--- src/rtl/irq_route_pkg.sv ---
package irq_route_pkg;
  // default geometry of the collector
  localparam int unsigned DEF_N_SRC    = 9;
  localparam int unsigned DEF_N_LINE   = 3;
  localparam int unsigned DEF_DATA_W   = 32;
  localparam int unsigned DEF_ADDR_W   = 8;
  localparam int unsigned DEF_STAT_LSB = 16;

  // sources whose polarity is wired, and the level each one is active at
  localparam logic [DEF_N_SRC-1:0] DEF_FIX_MASK = 9'b1_0000_0110;
  localparam logic [DEF_N_SRC-1:0] DEF_FIX_HIGH = 9'b1_0000_0010;
endpackage

--- src/rtl/irq_pol_unit.sv ---
module irq_pol_unit #(
  parameter int unsigned N_SRC = 9,
  parameter logic [N_SRC-1:0] FIX_MASK = '0,
  parameter logic [N_SRC-1:0] FIX_HIGH = '0
) (
  input  logic             clk,
  input  logic             rst,
  input  logic             cfg_we,
  input  logic [N_SRC-1:0] cfg_wdata,
  input  logic [N_SRC-1:0] src_in,
  output logic [N_SRC-1:0] cfg_q,
  output logic [N_SRC-1:0] act
);
  logic [N_SRC-1:0] eff_pol;

  always_ff @(posedge clk) begin
    if (rst)         cfg_q <= '0;
    else if (cfg_we) cfg_q <= cfg_wdata;
  end

  // per source: wired polarity or the programmed one
  for (genvar i = 0; i < N_SRC; i++) begin : g_pol
    if (FIX_MASK[i]) begin : g_fixed
      assign eff_pol[i] = FIX_HIGH[i];
    end else begin : g_prog
      assign eff_pol[i] = cfg_q[i];
    end
  end

  // active when the level matches the effective polarity
  assign act = ~(src_in ^ eff_pol);
endmodule

--- src/rtl/irq_line_slice.sv ---
module irq_line_slice #(
  parameter int unsigned N_SRC = 9
) (
  input  logic             clk,
  input  logic             rst,
  input  logic             we,
  input  logic [N_SRC-1:0] wen,
  input  logic [N_SRC-1:0] wclr,
  input  logic [N_SRC-1:0] act,
  output logic [N_SRC-1:0] en_q,
  output logic [N_SRC-1:0] stat_q,
  output logic             irq_q
);
  logic [N_SRC-1:0] clr_mask;

  assign clr_mask = we ? wclr : '0;

  always_ff @(posedge clk) begin
    if (rst) begin
      en_q   <= '0;
      stat_q <= '0;
      irq_q  <= 1'b0;
    end else begin
      if (we) en_q <= wen;
      // an active source wins over a same-cycle clear
      stat_q <= (stat_q & ~clr_mask) | act;
      irq_q  <= |(stat_q & en_q);
    end
  end

  AST_STAT_CAPTURES: assert property (@(posedge clk) disable iff (rst)
    1'b1 |=> ((stat_q & $past(act)) == $past(act)));

  AST_CLEAR_WHEN_IDLE: assert property (@(posedge clk) disable iff (rst)
    (we && |(wclr & ~act)) |=> ((stat_q & $past(wclr & ~act)) == '0));

  AST_REQ_NEEDS_ENABLE: assert property (@(posedge clk) disable iff (rst)
    irq_q |-> ($past(en_q) != '0));
endmodule

--- src/rtl/irq_read_mux.sv ---
module irq_read_mux #(
  parameter int unsigned N_SRC    = 9,
  parameter int unsigned N_LINE   = 3,
  parameter int unsigned DATA_W   = 32,
  parameter int unsigned STAT_LSB = 16
) (
  input  logic                    clk,
  input  logic                    rst,
  input  logic                    rd_en,
  input  logic                    cfg_hit,
  input  logic [N_LINE-1:0]       line_hit,
  input  logic [N_SRC-1:0]        cfg_q,
  input  logic [N_LINE*N_SRC-1:0] en_flat,
  input  logic [N_LINE*N_SRC-1:0] stat_flat,
  output logic [DATA_W-1:0]       rdata
);
  logic [DATA_W-1:0] word;

  always_comb begin
    word = '0;
    if (cfg_hit) word[N_SRC-1:0] = cfg_q;
    for (int k = 0; k < N_LINE; k++) begin
      if (line_hit[k]) begin
        word[N_SRC-1:0]          = en_flat[k*N_SRC +: N_SRC];
        word[STAT_LSB +: N_SRC]  = stat_flat[k*N_SRC +: N_SRC];
      end
    end
  end

  always_ff @(posedge clk) begin
    if (rst)        rdata <= '0;
    else if (rd_en) rdata <= word;
    else            rdata <= '0;
  end

  AST_RDATA_IDLE_ZERO: assert property (@(posedge clk) disable iff (rst)
    !$past(rd_en) |-> (rdata == '0));

  AST_DECODE_UNIQUE: assert property (@(posedge clk) disable iff (rst)
    $onehot0({line_hit, cfg_hit}));
endmodule

--- src/rtl/irq_route_ctrl.sv ---
module irq_route_ctrl
  import irq_route_pkg::*;
#(
  parameter int unsigned N_SRC    = DEF_N_SRC,
  parameter int unsigned N_LINE   = DEF_N_LINE,
  parameter int unsigned DATA_W   = DEF_DATA_W,
  parameter int unsigned ADDR_W   = DEF_ADDR_W,
  parameter int unsigned STAT_LSB = DEF_STAT_LSB,
  parameter logic [N_SRC-1:0] FIX_MASK = DEF_FIX_MASK,
  parameter logic [N_SRC-1:0] FIX_HIGH = DEF_FIX_HIGH
) (
  input  logic              clk,
  input  logic              rst,
  input  logic [ADDR_W-1:0] addr,
  input  logic              wr_en,
  input  logic [DATA_W-1:0] wdata,
  input  logic              rd_en,
  output logic [DATA_W-1:0] rdata,
  input  logic [N_SRC-1:0]  src_in,
  output logic [N_LINE-1:0] irq_out
);
  localparam int unsigned WORD_W = ADDR_W - 2;

  logic                    aligned;
  logic [WORD_W-1:0]       word_idx;
  logic                    cfg_hit;
  logic [N_LINE-1:0]       line_hit;
  logic [N_SRC-1:0]        cfg_q;
  logic [N_SRC-1:0]        act;
  logic [N_LINE*N_SRC-1:0] en_flat;
  logic [N_LINE*N_SRC-1:0] stat_flat;
  logic [N_LINE-1:0]       irq_vec;
  logic                    unused_wdata_bits;

  assign aligned  = (addr[1:0] == 2'b00);
  assign word_idx = addr[ADDR_W-1:2];
  assign cfg_hit  = aligned && (word_idx == '0);
  assign unused_wdata_bits = ^wdata;

  irq_pol_unit #(
    .N_SRC    (N_SRC),
    .FIX_MASK (FIX_MASK),
    .FIX_HIGH (FIX_HIGH)
  ) u_pol (
    .clk       (clk),
    .rst       (rst),
    .cfg_we    (wr_en && cfg_hit),
    .cfg_wdata (wdata[N_SRC-1:0]),
    .src_in    (src_in),
    .cfg_q     (cfg_q),
    .act       (act)
  );

  for (genvar k = 0; k < N_LINE; k++) begin : g_line
    assign line_hit[k] = aligned && (word_idx == WORD_W'(k + 1));

    irq_line_slice #(
      .N_SRC (N_SRC)
    ) u_slice (
      .clk    (clk),
      .rst    (rst),
      .we     (wr_en && line_hit[k]),
      .wen    (wdata[N_SRC-1:0]),
      .wclr   (wdata[STAT_LSB +: N_SRC]),
      .act    (act),
      .en_q   (en_flat[k*N_SRC +: N_SRC]),
      .stat_q (stat_flat[k*N_SRC +: N_SRC]),
      .irq_q  (irq_vec[k])
    );
  end

  irq_read_mux #(
    .N_SRC    (N_SRC),
    .N_LINE   (N_LINE),
    .DATA_W   (DATA_W),
    .STAT_LSB (STAT_LSB)
  ) u_rd (
    .clk       (clk),
    .rst       (rst),
    .rd_en     (rd_en),
    .cfg_hit   (cfg_hit),
    .line_hit  (line_hit),
    .cfg_q     (cfg_q),
    .en_flat   (en_flat),
    .stat_flat (stat_flat),
    .rdata     (rdata)
  );

  assign irq_out = irq_vec;

  AST_RESET_QUIET: assert property (@(posedge clk)
    $past(rst) |-> (irq_out == '0 && rdata == '0));
endmodule

--- config.mk ---
export PLATFORM = sky130hd
export DESIGN_NAME = irq_route_ctrl
export DESIGN_NICKNAME = d
export VERILOG_FILES = /design/src/rtl/irq_route_pkg.sv /design/src/rtl/irq_pol_unit.sv /design/src/rtl/irq_line_slice.sv /design/src/rtl/irq_read_mux.sv /design/src/rtl/irq_route_ctrl.sv
export SDC_FILE = /design/constraint.sdc
export NUM_CORES = 1
export LEC_CHECK = 0
export CAP_MARGIN = 20
export CORE_MARGIN = 2
export CORE_UTILIZATION = 49
export DETAILED_ROUTE_END_ITERATION = 6
export PLACE_DENSITY = 0.88
export SLEW_MARGIN = 20
export SYNTH_ARGS = -nofsm -noshare
export SYNTH_HDL_FRONTEND = slang
export SYNTH_HIERARCHICAL = 1
export SYNTH_SLANG_ARGS = --single-unit
--- constraint.sdc ---
create_clock -name clk -period 2.3 [get_ports clk]
set_input_delay 0.345 -clock clk [delete_from_list [all_inputs] [get_ports clk]]
set_output_delay 0.345 -clock clk [all_outputs]
set_load 0.01 [all_outputs]
==> parameters.txt <==
Parameter                              Value

Clock network
  Library cell used as clock root buffer ... sky130_fd_sc_hd__clkbuf_8
  Number of buffers inserted during clock tree synthesis ... 9
  Clock network latency to the later pin of the worst-skew pair ... 350 ps
  Setup fix buffers added after clock tree synthesis ... 0
  Total of cells resized after clock tree synthesis ... 0
  Clock sink count ... 84
  Number of buffers between clock root and the deepest sink ... 2
  CTS tree ... done
  Number of hold buffers added after CTS ... 0
  Clock transition time at the flip-flop clock pins of the worst setup and hold paths ... 80 ps
  Count of H-tree levels built during CTS ... 3

Synthesis
  Count of state elements after synthesis ... 84
  Synth Area in Simple Gates ... 0.166
  Top cells by area, synth ... sky130_fd_sc_hd__dfxtp_1, sky130_fd_sc_hd__mux2i_1, sky130_fd_sc_hd__nor2_1
  Register area share after synthesis ... 0.471
  Most used standard cell by instance count after synthesis ... sky130_fd_sc_hd__dfxtp_1
  Mapped Cells ... 390
  Main combinational cell family by area after synthesis ... simple AND/OR/NAND/NOR gates
  Most used flip-flop cell after synthesis ... sky130_fd_sc_hd__dfxtp_1
  Share of synthesized cell area in full adder, half adder and majority cells ... 0
  Post-synth EDFFs ... 0
  Post-synthesis cell type count ... 32
  Top cells by count, synth ... sky130_fd_sc_hd__dfxtp_1, sky130_fd_sc_hd__nor2_1, sky130_fd_sc_hd__a21oi_1, sky130_fd_sc_hd__mux2i_1, sky130_fd_sc_hd__nand2_1
  Compound-Gate Fraction of Synth Area ... 0.153
  Netlist area before placement ... 0.00357 mm2
  Cell taking the most area after synthesis ... sky130_fd_sc_hd__dfxtp_1
  Share of the synthesized netlist area taken by xor and xnor gates ... 0.0147
  Number of warnings reported in the yosys synthesis log ... 6
  Multiplexer area fraction after synthesis ... 0.101
  Asr flop ratio synth ... 0
  Top cell type's share of synthesized area ... 0.471
  Syn avg cell area ... 9.16 um2

Die
  Cell Rows ... 31
  Horizontal die dimension ... 89.4 um
  Initial core utilization ... 0.501
  Die outline height ... 89.4 um
  I/O pins ... 88
  Area of the placeable core ... 0.00714 mm2
  Die area ... 0.00799 mm2

Final layout
  Synth-to-layout area growth ... 24.1%
  Total area of sequential cells ... 0.00168 mm2
  Number of diodes added for antenna fixing ... 0
  Final core utilization ... 0.621
  Number of filler cells placed in the layout ... 566
  Nets ... 506
  Footprint of the multi-input gates ... 0.00163 mm2
  Layout cells sized above 1 ... 0.114

Critical path
  List of cells traversed by the critical path ... clkdlybuf4s50_1 -> or4_4 -> nor3_2 -> buf_4 -> nor3b_4 -> buf_4 -> a21oi_1 -> a31oi_1
  Worst R2R Setup Slack ... 1130 ps
  Startpoint Class ... input pin
  Max incr delay on CP ... 580 ps
  Data arrival time of the critical path ... 2350 ps
  Endpoint required time on the critical path ... 2540 ps
  Sort of element at the end of the critical path ... flop
  Crit path kind ... input pin to flop
  Most prevalent standard cell on the critical path ... sky130_fd_sc_hd__buf_4
  CP max stage cell ... sky130_fd_sc_hd__or4_4
  Crit-path max FO ... 16
  Top delay family on crit path ... simple AND/OR/NAND/NOR gates
  Buf+Inv Stages, Crit Path ... 3

Drt
  Vias per std cell ... 5.80
  Routed WL per cell ... 17.4 um
  Detailed Route Iter0 Violations ... 376
  Detailed-routing iteration count for the pre-antenna-repair pass ... 7
  Remaining routing DRC violations ... 0
  Final wirelength ... 9680 um
  Vias ... 3,230
  Post-route ant nets ... 0

Job
  Max-cap violation count ... 0

Placed design
  Placer Congestion ... 0.888
  Hpwl dp ... 6360 um
  Count of buffers inserted at the top-level ports ... 59
  Minimum setup slack after placement ... -125 ps

STA
  Min Clock Period, post-route ... 2110 ps
  Endpoints failing setup ... 0
  Max Transition Viols Final ... 0
  Fmax ... 473 MHz
  Slew at the pin with the worst max-slew slack ... 663 ps
  Final period utilization ... 0.919
  Post-route worst hold slack ... 526 ps
  Worst Setup Slack, final ... 187 ps
  Final number of hold-violating endpoints ... 0
  Setup skew after layout ... 6.27 ps
  Max-Slew Margin vs Limit ... 0.558
  Unrepaired setup endpoints after global routing ... no

GRT
  First-pass GRT wire length ... 14,600 um
  Antenna violations before repair ... 0
  Vias in the first global route ... 3,057
  Gr usage total ... 0.244
  Maximum number of pins on one net before global-route repair ... 67
  Residual overflow from global routing ... 0

Outcome
  Result of the run ... finished, final reports clean

Hold path
  Type of the most critical hold path ... flop to flop

Power and ir drop
  Worst vdd ir ... 0.288 mV
  Leakage power summed over all cells ... 1.50 nW
  Areal power density over the cells ... 652 mW/mm2
per-layer routing:
layer / wire length (um) / GRT usage
met1: 3720 / 0.289
met2: 4630 / 0.407
met4: 351 / 0.141
met5: 0 / 0
met3: 976 / 0.0536
tightest hold or removal path, cell delays in order, from the launching register on:
cell	delay, ps
sky130_fd_sc_hd__dfxtp_1	340
sky130_fd_sc_hd__mux2i_1	70
sky130_fd_sc_hd__nor2_1	80
flip-flops by register name (all words and copies together), names as in the netlist:
register	cells
g_line.u_slice/irq_q	3
u_rd/rdata	18
g_line.u_slice/en_q	27
u_pol/cfg_q	9
g_line.u_slice/stat_q	27
final timing paths:
kind	startpoint	endpoint	cells past startpoint
min reg2reg	u_pol/cfg_q[8]	u_pol/cfg_q[8]	2
min	u_pol/cfg_q[8]	u_pol/cfg_q[8]	2
max	addr[1]	u_rd/rdata[5]	8
max reg2reg	g_line[2].u_slice/stat_q[5]	g_line[2].u_slice/irq_q	3
stage by stage:
stage / TNS [ps] / area [um2] / power (mW) / instances
6_report: 0 / 4430 / 2.89 / 557
3_3_place_gp: -3540 / 4210 / 1.73 / 541
5_1_grt: 0 / 4430 / 2.97 / 557
2_1_floorplan: 0 / 3620 / 1.65 / 403
4_1_cts: 0 / 4430 / 2.89 / 557
3_5_place_dp: -5540 / 4210 / 1.74 / 541
layout by cell type (no fill, tap or decap), drive strengths merged, types with 2 or more instances in the layout:
cell type	count
dfxtp	84
nor2	72
clkdlybuf4s50	58
nand2	37
mux2i	36
a21oi	36
buf	21
o21ai	18
conb	14
a31oi	12
a221oi	12
clkbuf	10
nand3b	9
nor3	8
xnor2	6
inv	4
a22oi	3
a222oi	3
a22o	3
clkinv	2
bufinv	2
and2b	2
cells by family (layout without fill, tap and decap cells):
group,count (synthesis),count (layout)
multiplexers,36,36
other,1,14
flip-flops,84,84
XOR/XNOR,6,6
AO/OA/AOI/OAI,87,87
AND/OR/NAND/NOR,133,133
buffers and inverters,43,98
final cells by class:
type / count / share of cell area
flip-flops and latches: 84 / 0.379
multi-input cells: 276 / 0.368
repair buffers: 79 / 0.172
clock buffers: 10 / 0.0311
well taps: 99 / 0.0280
clock inverters: 6 / 0.0195
inverters: 3 / 0.00254
report_power, final:
part	switching (mW)	internal, mW	total [mW]
clock network	0.534	0.641	1.18
logic	0.0996	0.0921	0.192
registers	0.0356	1.49	1.52
(Power assumes the default switching activity.)
